File: src/rtl/ptb_pkg.sv
package ptb_pkg;

  typedef struct packed {
    logic chain;
    logic ie;
    logic en;
  } ctrl_t;

  localparam logic [1:0] SEL_RELOAD = 2'd0;
  localparam logic [1:0] SEL_COUNT  = 2'd1;
  localparam logic [1:0] SEL_CTRL   = 2'd2;
  localparam logic [1:0] SEL_FLAG   = 2'd3;

  localparam int unsigned CH_BASE      = 'h100;
  localparam int unsigned CH_SPAN_LOG2 = 4;

endpackage

File: src/rtl/ptb_decode.sv
module ptb_decode
  import ptb_pkg::*;
#(
  parameter int unsigned AW     = 12,
  parameter int unsigned NUM_CH = 8,
  localparam int unsigned CIW   = (NUM_CH > 1) ? $clog2(NUM_CH) : 1
) (
  input  logic [AW-1:0]     addr,
  input  logic              wr,
  output logic              hit_bank,
  output logic              hit_ch,
  output logic [CIW-1:0]    ch_idx,
  output logic [1:0]        reg_sel,
  output logic              wr_bank,
  output logic [NUM_CH-1:0] wr_reload,
  output logic [NUM_CH-1:0] wr_ctrl,
  output logic [NUM_CH-1:0] wr_flag
);

  localparam int unsigned IW = AW - CH_SPAN_LOG2;
  localparam logic [AW-1:0] BASE_V  = AW'(CH_BASE);
  localparam logic [IW-1:0] LIMIT_V = IW'(NUM_CH);

  logic [AW-1:0] ofs;

  always_comb begin
    ofs      = addr - BASE_V;
    hit_bank = (addr == '0);
    hit_ch   = (addr >= BASE_V) && (ofs[AW-1:CH_SPAN_LOG2] < LIMIT_V)
               && (addr[1:0] == 2'b00);
    ch_idx   = ofs[CH_SPAN_LOG2 +: CIW];
    reg_sel  = addr[3:2];
    wr_bank  = wr && hit_bank;
  end

  for (genvar n = 0; n < NUM_CH; n++) begin : g_strobe
    logic mine;
    assign mine         = wr && hit_ch && (ch_idx == CIW'(n));
    assign wr_reload[n] = mine && (reg_sel == SEL_RELOAD);
    assign wr_ctrl[n]   = mine && (reg_sel == SEL_CTRL);
    assign wr_flag[n]   = mine && (reg_sel == SEL_FLAG);
  end

endmodule

File: src/rtl/ptb_channel.sv
module ptb_channel
  import ptb_pkg::*;
#(
  parameter int unsigned DW       = 32,
  parameter bit          IS_FIRST = 1'b0
) (
  input  logic          clk,
  input  logic          rst_n,
  input  logic          halt,
  input  logic          wr_reload,
  input  logic          wr_ctrl,
  input  logic          wr_flag,
  input  logic [DW-1:0] wdata,
  input  logic          lower_expire,
  output logic [DW-1:0] reload_q,
  output logic [DW-1:0] count_q,
  output ctrl_t         ctrl_q,
  output logic          flag_q,
  output logic          expire,
  output logic          irq
);

  logic  start;
  logic  step;
  logic  run;
  logic  clr_req;
  ctrl_t ctrl_new;

  always_comb begin
    ctrl_new = ctrl_t'(wdata[2:0]);
    start    = wr_ctrl && ctrl_new.en && !ctrl_q.en;
    step     = (!IS_FIRST && ctrl_q.chain) ? lower_expire : 1'b1;
    run      = ctrl_q.en && !halt && step;
    expire   = run && (count_q == '0);
    clr_req  = wr_flag && wdata[0];
    irq      = flag_q && ctrl_q.ie;
  end

  always_ff @(posedge clk or negedge rst_n) begin
    if (!rst_n) begin
      reload_q <= '0;
      ctrl_q   <= '0;
    end else begin
      if (wr_reload) reload_q <= wdata;
      if (wr_ctrl)   ctrl_q   <= ctrl_new;
    end
  end

  always_ff @(posedge clk or negedge rst_n) begin
    if (!rst_n) begin
      count_q <= '0;
    end else if (start) begin
      count_q <= reload_q;
    end else if (run) begin
      count_q <= expire ? reload_q : count_q - 1'b1;
    end
  end

  always_ff @(posedge clk or negedge rst_n) begin
    if (!rst_n)       flag_q <= 1'b0;
    else if (expire)  flag_q <= 1'b1;
    else if (clr_req) flag_q <= 1'b0;
  end

  AST_STEP_DOWN: assert property (@(posedge clk) disable iff (!rst_n)
    (run && count_q != '0) |=> count_q == $past(count_q) - 1'b1);

  AST_RELOAD_ON_EXPIRE: assert property (@(posedge clk) disable iff (!rst_n)
    expire |=> (count_q == $past(reload_q)) && flag_q);

  AST_FLAG_STICKY: assert property (@(posedge clk) disable iff (!rst_n)
    (flag_q && !clr_req) |=> flag_q);

  AST_CLEAR_LOSES: assert property (@(posedge clk) disable iff (!rst_n)
    (expire && clr_req) |=> flag_q);

  AST_IDLE_HOLDS: assert property (@(posedge clk) disable iff (!rst_n)
    (!ctrl_q.en && !start) |=> $stable(count_q));

  AST_CASCADE_WAIT: assert property (@(posedge clk) disable iff (!rst_n)
    (!IS_FIRST && ctrl_q.chain && !lower_expire && !start)
      |=> $stable(count_q));

  AST_FREEZE_HOLDS: assert property (@(posedge clk) disable iff (!rst_n)
    (halt && !start) |=> $stable(count_q));

endmodule

File: src/rtl/period_timer_bank.sv
module period_timer_bank
  import ptb_pkg::*;
#(
  parameter int unsigned AW     = 12,
  parameter int unsigned DW     = 32,
  parameter int unsigned NUM_CH = 8
) (
  input  logic              clk,
  input  logic              rst_n,
  input  logic [AW-1:0]     bus_addr,
  input  logic              bus_wr,
  input  logic [DW-1:0]     bus_wdata,
  output logic [DW-1:0]     bus_rdata,
  output logic [NUM_CH-1:0] irq_ch,
  output logic              irq_any
);

  localparam int unsigned CIW = (NUM_CH > 1) ? $clog2(NUM_CH) : 1;

  logic              hit_bank;
  logic              hit_ch;
  logic [CIW-1:0]    ch_idx;
  logic [1:0]        reg_sel;
  logic              wr_bank;
  logic [NUM_CH-1:0] wr_reload;
  logic [NUM_CH-1:0] wr_ctrl;
  logic [NUM_CH-1:0] wr_flag;
  logic [NUM_CH-1:0] expire;
  logic [NUM_CH-1:0] flag_q;
  logic [DW-1:0]     reload_q [NUM_CH];
  logic [DW-1:0]     count_q  [NUM_CH];
  ctrl_t             ctrl_q   [NUM_CH];
  logic              halt_q;

  ptb_decode #(.AW(AW), .NUM_CH(NUM_CH)) u_decode (
    .addr      (bus_addr),
    .wr        (bus_wr),
    .hit_bank  (hit_bank),
    .hit_ch    (hit_ch),
    .ch_idx    (ch_idx),
    .reg_sel   (reg_sel),
    .wr_bank   (wr_bank),
    .wr_reload (wr_reload),
    .wr_ctrl   (wr_ctrl),
    .wr_flag   (wr_flag)
  );

  always_ff @(posedge clk or negedge rst_n) begin
    if (!rst_n)       halt_q <= 1'b0;
    else if (wr_bank) halt_q <= bus_wdata[1];
  end

  for (genvar n = 0; n < NUM_CH; n++) begin : g_ch
    logic lower;
    if (n == 0) begin : g_first
      assign lower = 1'b0;
    end else begin : g_rest
      assign lower = expire[n-1];
    end

    ptb_channel #(.DW(DW), .IS_FIRST(n == 0)) u_ch (
      .clk          (clk),
      .rst_n        (rst_n),
      .halt         (halt_q),
      .wr_reload    (wr_reload[n]),
      .wr_ctrl      (wr_ctrl[n]),
      .wr_flag      (wr_flag[n]),
      .wdata        (bus_wdata),
      .lower_expire (lower),
      .reload_q     (reload_q[n]),
      .count_q      (count_q[n]),
      .ctrl_q       (ctrl_q[n]),
      .flag_q       (flag_q[n]),
      .expire       (expire[n]),
      .irq          (irq_ch[n])
    );
  end

  always_comb begin
    bus_rdata = '0;
    if (hit_bank) begin
      bus_rdata[1] = halt_q;
    end else if (hit_ch) begin
      unique case (reg_sel)
        SEL_RELOAD: bus_rdata = reload_q[ch_idx];
        SEL_COUNT:  bus_rdata = count_q[ch_idx];
        SEL_CTRL:   bus_rdata = {{(DW-3){1'b0}}, ctrl_q[ch_idx]};
        SEL_FLAG:   bus_rdata = {{(DW-1){1'b0}}, flag_q[ch_idx]};
        default:    bus_rdata = '0;
      endcase
    end
  end

  assign irq_any = |irq_ch;

  AST_ANY_FOLLOWS_FLAGS: assert property (@(posedge clk) disable iff (!rst_n)
    irq_any |-> (flag_q != '0));

endmodule

File: config.mk
export PLATFORM = sky130hd
export DESIGN_NAME = period_timer_bank
export DESIGN_NICKNAME = d
export VERILOG_FILES = /design/src/rtl/ptb_pkg.sv /design/src/rtl/ptb_decode.sv /design/src/rtl/ptb_channel.sv /design/src/rtl/period_timer_bank.sv
export SDC_FILE = /design/constraint.sdc
export NUM_CORES = 1
export LEC_CHECK = 0
export BUFFER_PORTS_ARGS = -buffer_cell sky130_fd_sc_hd__clkbuf_2
export CORE_MARGIN = 2
export CORE_UTILIZATION = 50
export DETAILED_ROUTE_END_ITERATION = 7
export GPL_ROUTABILITY_DRIVEN = 0
export GPL_TIMING_DRIVEN = 0
export PLACE_DENSITY = 0.66
export REMOVE_ABC_BUFFERS = 1
export SETUP_SLACK_MARGIN = 0.1
export SLEW_MARGIN = 10
export SYNTH_ARGS = -nofsm -noshare
export SYNTH_HDL_FRONTEND = slang
export SYNTH_SLANG_ARGS = --single-unit
File: constraint.sdc
create_clock -name clk -period 10.35 [get_ports clk]
set_input_delay 2.07 -clock clk [delete_from_list [all_inputs] [get_ports clk]]
set_output_delay 2.07 -clock clk [all_outputs]
set_load 0.02 [all_outputs]
==> run summary, run 1 <==
RR Startpoint: g_ch[2].u_ch.count_q[0]$_DFFE_PN0P_
pin count of the biggest net entering global routing: 101
Slew headroom: 9.30%
wire length on met1: 45.2 mm
synth-to-layout area growth: 11.7%
VDD IR-drop max: 0.140 mV
area leader, netlist: dfrtp_1
CP Launch Type: input port
Remaining DRCs: 0
Routed Antenna Nets: 0
first-pass detailed-route iteration total: 7
met3 WL post-DR: 13.5 mm
top-area cell type share of the netlist area: 42.2%
WP data required: 8280 ps
Layout fillers: 5512
CTS Buf Count: 60
Syn Inst Count: 3178
Final Critical Period: 7000 ps
Hold Crit Depth: 1
WP data arrival: 4930 ps
starting DRC count in detailed routing: 3750
FFs w/ async S/R, synth: 100%
Root Buffer Master: clkbuf_16
Post-synth EDFFs: 0
grt ovf: 0
Initial Util: 50.3%
TritonCTS clock tree: yes
unrepaired setup endpoints after global routing: false
detailed placer's ending HPWL: 84.6 mm
final instance area: 36100 sq um
Total Routing Usage GR: 34.4%
metal2 WL: 48.9 mm
total power: 5.24 mW
vias in the first global route: 26700
Die Width: 258 microns
sequential area share after synthesis: 42.2%
Crit. End Element: output pin
Post-CTS Resized: 0
Buffers on Ports: 87
clock latency on the worst-skew pair: 630 ps
Yosys cell types: 90
R2R setup slack: 4200 ps
die area: 66700 sq um
worst r2r dst: g_ch[7].u_ch.count_q[15]$_DFFE_PN0P_
Hold Path Class: register to register
outcome: finished clean
LEAKAGE: 15.4 nW
share of cells above drive strength 1: 22.4%
Synth Register Bits: 545
uppermost layer routed: met5
vias per inst: 7.01
Site Rows: 93
Placed Cells: 3933
Clock transition at path regs: 60 ps
IO Pins: 88
first-pass GRT wire length: 172 mm
max cap viols: 0
worst min-delay path startpoint: g_ch[6].u_ch.count_q[18]$_DFFE_PN0P_
top_reg_cell synth: dfrtp_1
Hold EP: g_ch[6].u_ch.count_q[18]$_DFFE_PN0P_
initial antenna violation count: 1
Post-Route Skew: 11.5 ps
hold slack: 518 ps
H-tree depth: 2
# setup viols final: 0
Final Hold Fails: 0
Worst-Margin Slew: 1350 ps
ranking of synthesized cells by area: dfrtp_1 42%, mux4_2 9.8%, mux2_2 9.5%
Final Cycle Share: 67.7%
# nets final: 3197
Die H: 258 microns
Post-CTS Hold Buffers: 0
non-filler cells, final: 4047
Mapped Area: 32300 sq um
Yosys Warn Count: 0
final wirelength: 115 mm
DR WL/cell: 28.5 microns
Final Core Density: 56.2%
via count of the routed design: 28400
clk sinks: 545
Slew Limit Fails: 0
FF-to-FF path depth: 10
fmax: 0.143 GHz
Max FO, Critical Path: 61
Crit Path Class: input port to output pin
Core Box Area: 64200 sq um
Clock Path Buffers: 3
DP Area: 34000 sq um
Post-CTS Setup Bufs: 0
PD cells: 145 nW/um^2
Mapped Avg Cell Area: 10.2 sq um
report_power, final:
| part | internal [mW] | switching, mW |
|---|---|---|
| clock | 1.35 | 0.926 |
| combinational | 0.224 | 0.366 |
| sequential | 2.22 | 0.151 |
| total | 3.79 | 1.44 |
sequential cells by signal (all words and copies together), names as in the netlist:
name,cells
g_ch.u_ch.flag_q,8
g_ch.u_ch.count_q,256
g_ch.u_ch.ctrl_q,24
g_ch.u_ch.reload_q,256
halt_q,1
how the worst max path moves through the flow:
stage	endpoint	startpoint	slack (ps)	cells past startpoint
after CTS	bus_rdata[9]	bus_addr[4]	3320	7
after floorplan	g_ch[6].u_ch.count_q[13]$_DFFE_PN0P_	bus_addr[7]	3950	8
after global routing	bus_rdata[9]	bus_addr[4]	3170	7
after global placement	g_ch[5].u_ch.reload_q[1]$_DFFE_PN0P_	rst_n	-5540	1
final	bus_rdata[9]	bus_addr[4]	3350	7
after detailed placement	bus_rdata[9]	bus_addr[4]	3330	7
cells in the final DEF (no fill, tap or decap), types with 11 or more instances in the layout:
cell / instances
dfrtp_1: 545
nor3_1: 139
clkbuf_2: 83
and2_1: 23
o22a_1: 30
a22oi_1: 36
nand2_1: 174
nand2b_1: 19
and3_1: 17
a21o_1: 11
nor3b_1: 16
mux2_2: 273
or3_1: 40
buf_16: 22
mux2i_1: 113
clkbuf_16: 61
mux4_2: 140
clkbuf_1: 11
o211ai_1: 14
nor2b_1: 23
or4_1: 29
nor2_1: 243
inv_1: 82
o2bb2ai_1: 31
clkinv_2: 13
nand4_1: 36
o21ai_0: 284
nand3_1: 73
or2_2: 16
a211oi_1: 17
nor4_1: 71
a21oi_1: 228
clkbuf_8: 20
o22ai_1: 50
cell usage after synthesis (16+ instances only):
library cell  count
a22oi_1          36
nand2b_1         20
nand3_1          76
nor3b_1          16
or4_1            29
o22a_1           31
nor2b_1          23
or2_2            16
nor3_1          139
nand2_1         174
a211oi_1         17
and2_1           23
and3_1           17
clkbuf_1        149
inv_1            82
o21ai_0         285
o2bb2ai_1        31
mux2i_1         113
mux2_2          273
o22ai_1          51
nand4_1          36
or3_1            40
buf_1            37
nor2_1          250
buf_2            23
dfrtp_1         545
nor4_1           76
a21oi_1         231
mux4_2          140
metrics by stage:
step | TNS [ps] | worst slack (ps)
finish | 0 | 3350
global route | 0 | 3170
CTS | 0 | 3320
detailed placement | 0 | 3330
global placement | -3174960 | -5540
floorplan | 0 | 3950
cells by family (layout without fill, tap and decap cells):
family	count (synthesis)	after routing	share of synthesized area, %
AO/OA/AOI/OAI	812	812	15.3
XOR/XNOR	5	5	0.135
adder cells (fa/ha/maj)	10	10	0.387
buffers and inverters	307	319	3.89
flip-flops	545	545	42.2
multiplexers	526	526	22.8
other	0	2	0
AND/OR/NAND/NOR	973	973	15.3
area by class of cell:
cell class	count	area, sq um	share of cell area [%]
inverter	82	308	0.852
tap	855	1070	2.96
clock inverter	23	275	0.762
multi-input combinational	2326	17700	49.0
timing repair buffer	125	1330	3.67
clock buffer	89	1800	4.99
sequential	545	13600	37.8
antenna	2	5.00	0.0139
critical path: stages:
cell      delay [ps]
clkbuf_8         340
buf_16           390
buf_16           380
mux4_2           620
mux4_2           570
nor3b_1          170
clkbuf_2         190
routing by layer:
metal,vias up,track usage [%]
met3,355,9.07
met1,14200,47.3
li1,11900,-
met5,-,0
met4,2,20.2
met2,1882,49.1
Power figures use the tool's default switching activity.
==> run 2, diff against run 1 <==
--- a/config.mk
+++ b/config.mk
@@ -11,7 +11,7 @@
 export DETAILED_ROUTE_END_ITERATION = 7
 export GPL_ROUTABILITY_DRIVEN = 0
 export GPL_TIMING_DRIVEN = 0
-export PLACE_DENSITY = 0.66
+export PLACE_DENSITY = 0.69
 export REMOVE_ABC_BUFFERS = 1
 export SETUP_SLACK_MARGIN = 0.1
 export SLEW_MARGIN = 10
==> constraint.sdc (replaced) <==
create_clock -name clk -period 5.8 [get_ports clk]
set_input_delay 1.16 -clock clk [delete_from_list [all_inputs] [get_ports clk]]
set_output_delay 1.16 -clock clk [all_outputs]
set_load 0.02 [all_outputs]
==> run 2 against run 1 <==
Net effect:
- the flow now finishes with violations (design-rule violations)
- global-route usage down 0.066 points
- design area is 0.44% lower
- wire length fell by 0.38%
- largest power group unchanged
==> run summary, run 2 (synthesis results as in run 1) <==
Setup TNS: 0 ps
Total Routing Usage GR: 34.3%
via count of the routed design: 28500
Root Buffer Master: clkbuf_16
CP Launch Type: register
RR Startpoint: g_ch[6].u_ch.count_q[0]$_DFFE_PN0P_
initial antenna violation count: 0
Initial Util: 50.3%
Crit Path Class: register to register
Place WS: -307 ps
first-pass GRT wire length: 173 mm
outcome: finished, violations left
R2R setup slack: 190 ps
VDD IR-drop max: 0.282 mV
Routed Antenna Nets: 0
vias in the first global route: 27100
final wirelength: 115 mm
Final Hold Fails: 0
Final Cycle Share: 96.8%
worst r2r dst: g_ch[7].u_ch.count_q[27]$_DFFE_PN0P_
PD cells: 254 nW/um^2
WP data required: 6370 ps
CTS Buf Count: 59
Site Rows: 93
Slew headroom: 9.99%
H-tree depth: 2
die area: 66700 sq um
commonest non-fill, non-tap cell in the layout: dfrtp_1
LEAKAGE: 15.3 nW
Post-CTS Hold Buffers: 0
unrepaired setup endpoints after global routing: false
Crit. End Element: register
Slew Limit Fails: 0
max cap viols: 0
Hold EP: g_ch[6].u_ch.count_q[18]$_DFFE_PN0P_
Clock transition at path regs: 70 ps
first-pass detailed-route iteration total: 8
pin count of the biggest net entering global routing: 100
Worst-Margin Slew: 1340 ps
Final Critical Period: 5610 ps
non-filler cells, final: 4042
Clock Path Buffers: 3
clk sinks: 545
WP data arrival: 6190 ps
Layout fillers: 5472
# nets final: 3194
Hold Crit Depth: 1
FF-to-FF path depth: 10
TritonCTS clock tree: yes
starting DRC count in detailed routing: 3985
Top Registers: g_ch.u_ch.count_q (256), g_ch.u_ch.reload_q (256), g_ch.u_ch.ctrl_q (24)
vias per inst: 7.05
Die H: 258 microns
detailed placer's ending HPWL: 84.1 mm
Remaining DRCs: 11
Placed Cells: 3931
Hold Path Class: register to register
DR WL/cell: 28.5 microns
most frequent cells in the layout: 545 x dfrtp_1, 284 x o21ai_0, 273 x mux2_2
setup slack after layout: 187 ps
fmax: 0.178 GHz
Die Width: 258 microns
Core Box Area: 64200 sq um
failing checks: design-rule violations
grt ovf: 0
synth-to-layout area growth: 11.2%
worst min-delay path startpoint: g_ch[6].u_ch.count_q[18]$_DFFE_PN0P_
clock latency on the worst-skew pair: 650 ps
# setup viols final: 0
final instance area: 35900 sq um
DP Area: 34000 sq um
Post-Route Skew: 24.8 ps
Max FO, Critical Path: 9
share of cells above drive strength 1: 22.1%
Buffers on Ports: 87
IO Pins: 88
## run 2: cell types whose count changed in the layout (fill, tap and decap cells not counted), moves of 3 or more
cell and delta:
clkbuf_1 +8, clkinv_2 -6, bufinv_16 -4, clkinvlp_4 -4
inv_6 +3
## run 2: cell type report
class | count | area (sq um) | area share (%)
diodes | 2 | 5.00 | 0.0139
flip-flops and latches | 545 | 13600 | 37.9
clock buffers | 96 | 1800 | 4.99
inverters | 82 | 308 | 0.856
multi-input cells | 2326 | 17700 | 49.2
repair buffers | 123 | 1300 | 3.61
clock inverters | 13 | 130 | 0.362
well taps | 855 | 1070 | 2.98
## run 2: worst max-delay path by stage
| stage | start | endpoint | slack [ps] | depth (start not counted) |
|---|---|---|---|---|
| 4_1_cts | g_ch[2].u_ch.count_q[0]$_DFFE_PN0P_ | g_ch[5].u_ch.count_q[11]$_DFFE_PN0P_ | 250 | 10 |
| 6_report | g_ch[6].u_ch.count_q[0]$_DFFE_PN0P_ | g_ch[7].u_ch.count_q[27]$_DFFE_PN0P_ | 190 | 10 |
| 3_3_place_gp | rst_n | g_ch[4].u_ch.count_q[31]$_DFFE_PN0P_ | -9070 | 1 |
| 2_1_floorplan | bus_addr[7] | g_ch[6].u_ch.count_q[13]$_DFFE_PN0P_ | 310 | 8 |
| 3_5_place_dp | bus_addr[7] | g_ch[6].u_ch.count_q[3]$_DFFE_PN0P_ | -310 | 10 |
| 5_1_grt | g_ch[3].u_ch.count_q[0]$_DFFE_PN0P_ | g_ch[7].u_ch.count_q[23]$_DFFE_PN0P_ | 230 | 10 |
## run 2: report_power, final
group	internal, mW	total (mW)	switching (mW)
Combinational	0.399	1.05	0.654
Sequential	3.97	4.24	0.270
Clock	2.19	3.82	1.63
## run 2: critical path: stages, from the launching register on
cell     delay, ps
dfrtp_1        450
inv_1          140
ha_1           220
nor3b_1        490
and4_1         520
nand4_1        510
nor4_4        1030
o21a_1         640
nand4_1        630
nand2_1        640
a221o_1        240
## run 2: metrics by stage
stage | util (%) | hold WS [ps] | power [mW]
after detailed placement | 52.9 | 495 | 5.31
after global placement | 51.2 | 490 | 5.26
after CTS | 55.9 | 519 | 9.09
final | 56.0 | 522 | 9.11
after floorplan | - | 461 | 4.78
after global routing | 56.0 | 549 | 9.39
## run 2: timing repair
item,in CTS,in global routing
setup buffers,0,0
gates cloned,0,0
resized for setup,2,5
endpoints found under the setup margin,53,39
## run 2: per-layer routing
layer,routed length (microns),part of all wire [%],global-route usage (%),vias to the layer above
li1,-,-,-,11900
met1,44400,39,47.6,14200
met4,7710,6.7,19.7,0
met5,0,0,0,-
met3,14200,12,8.91,362
met2,48700,42,48.8,2013
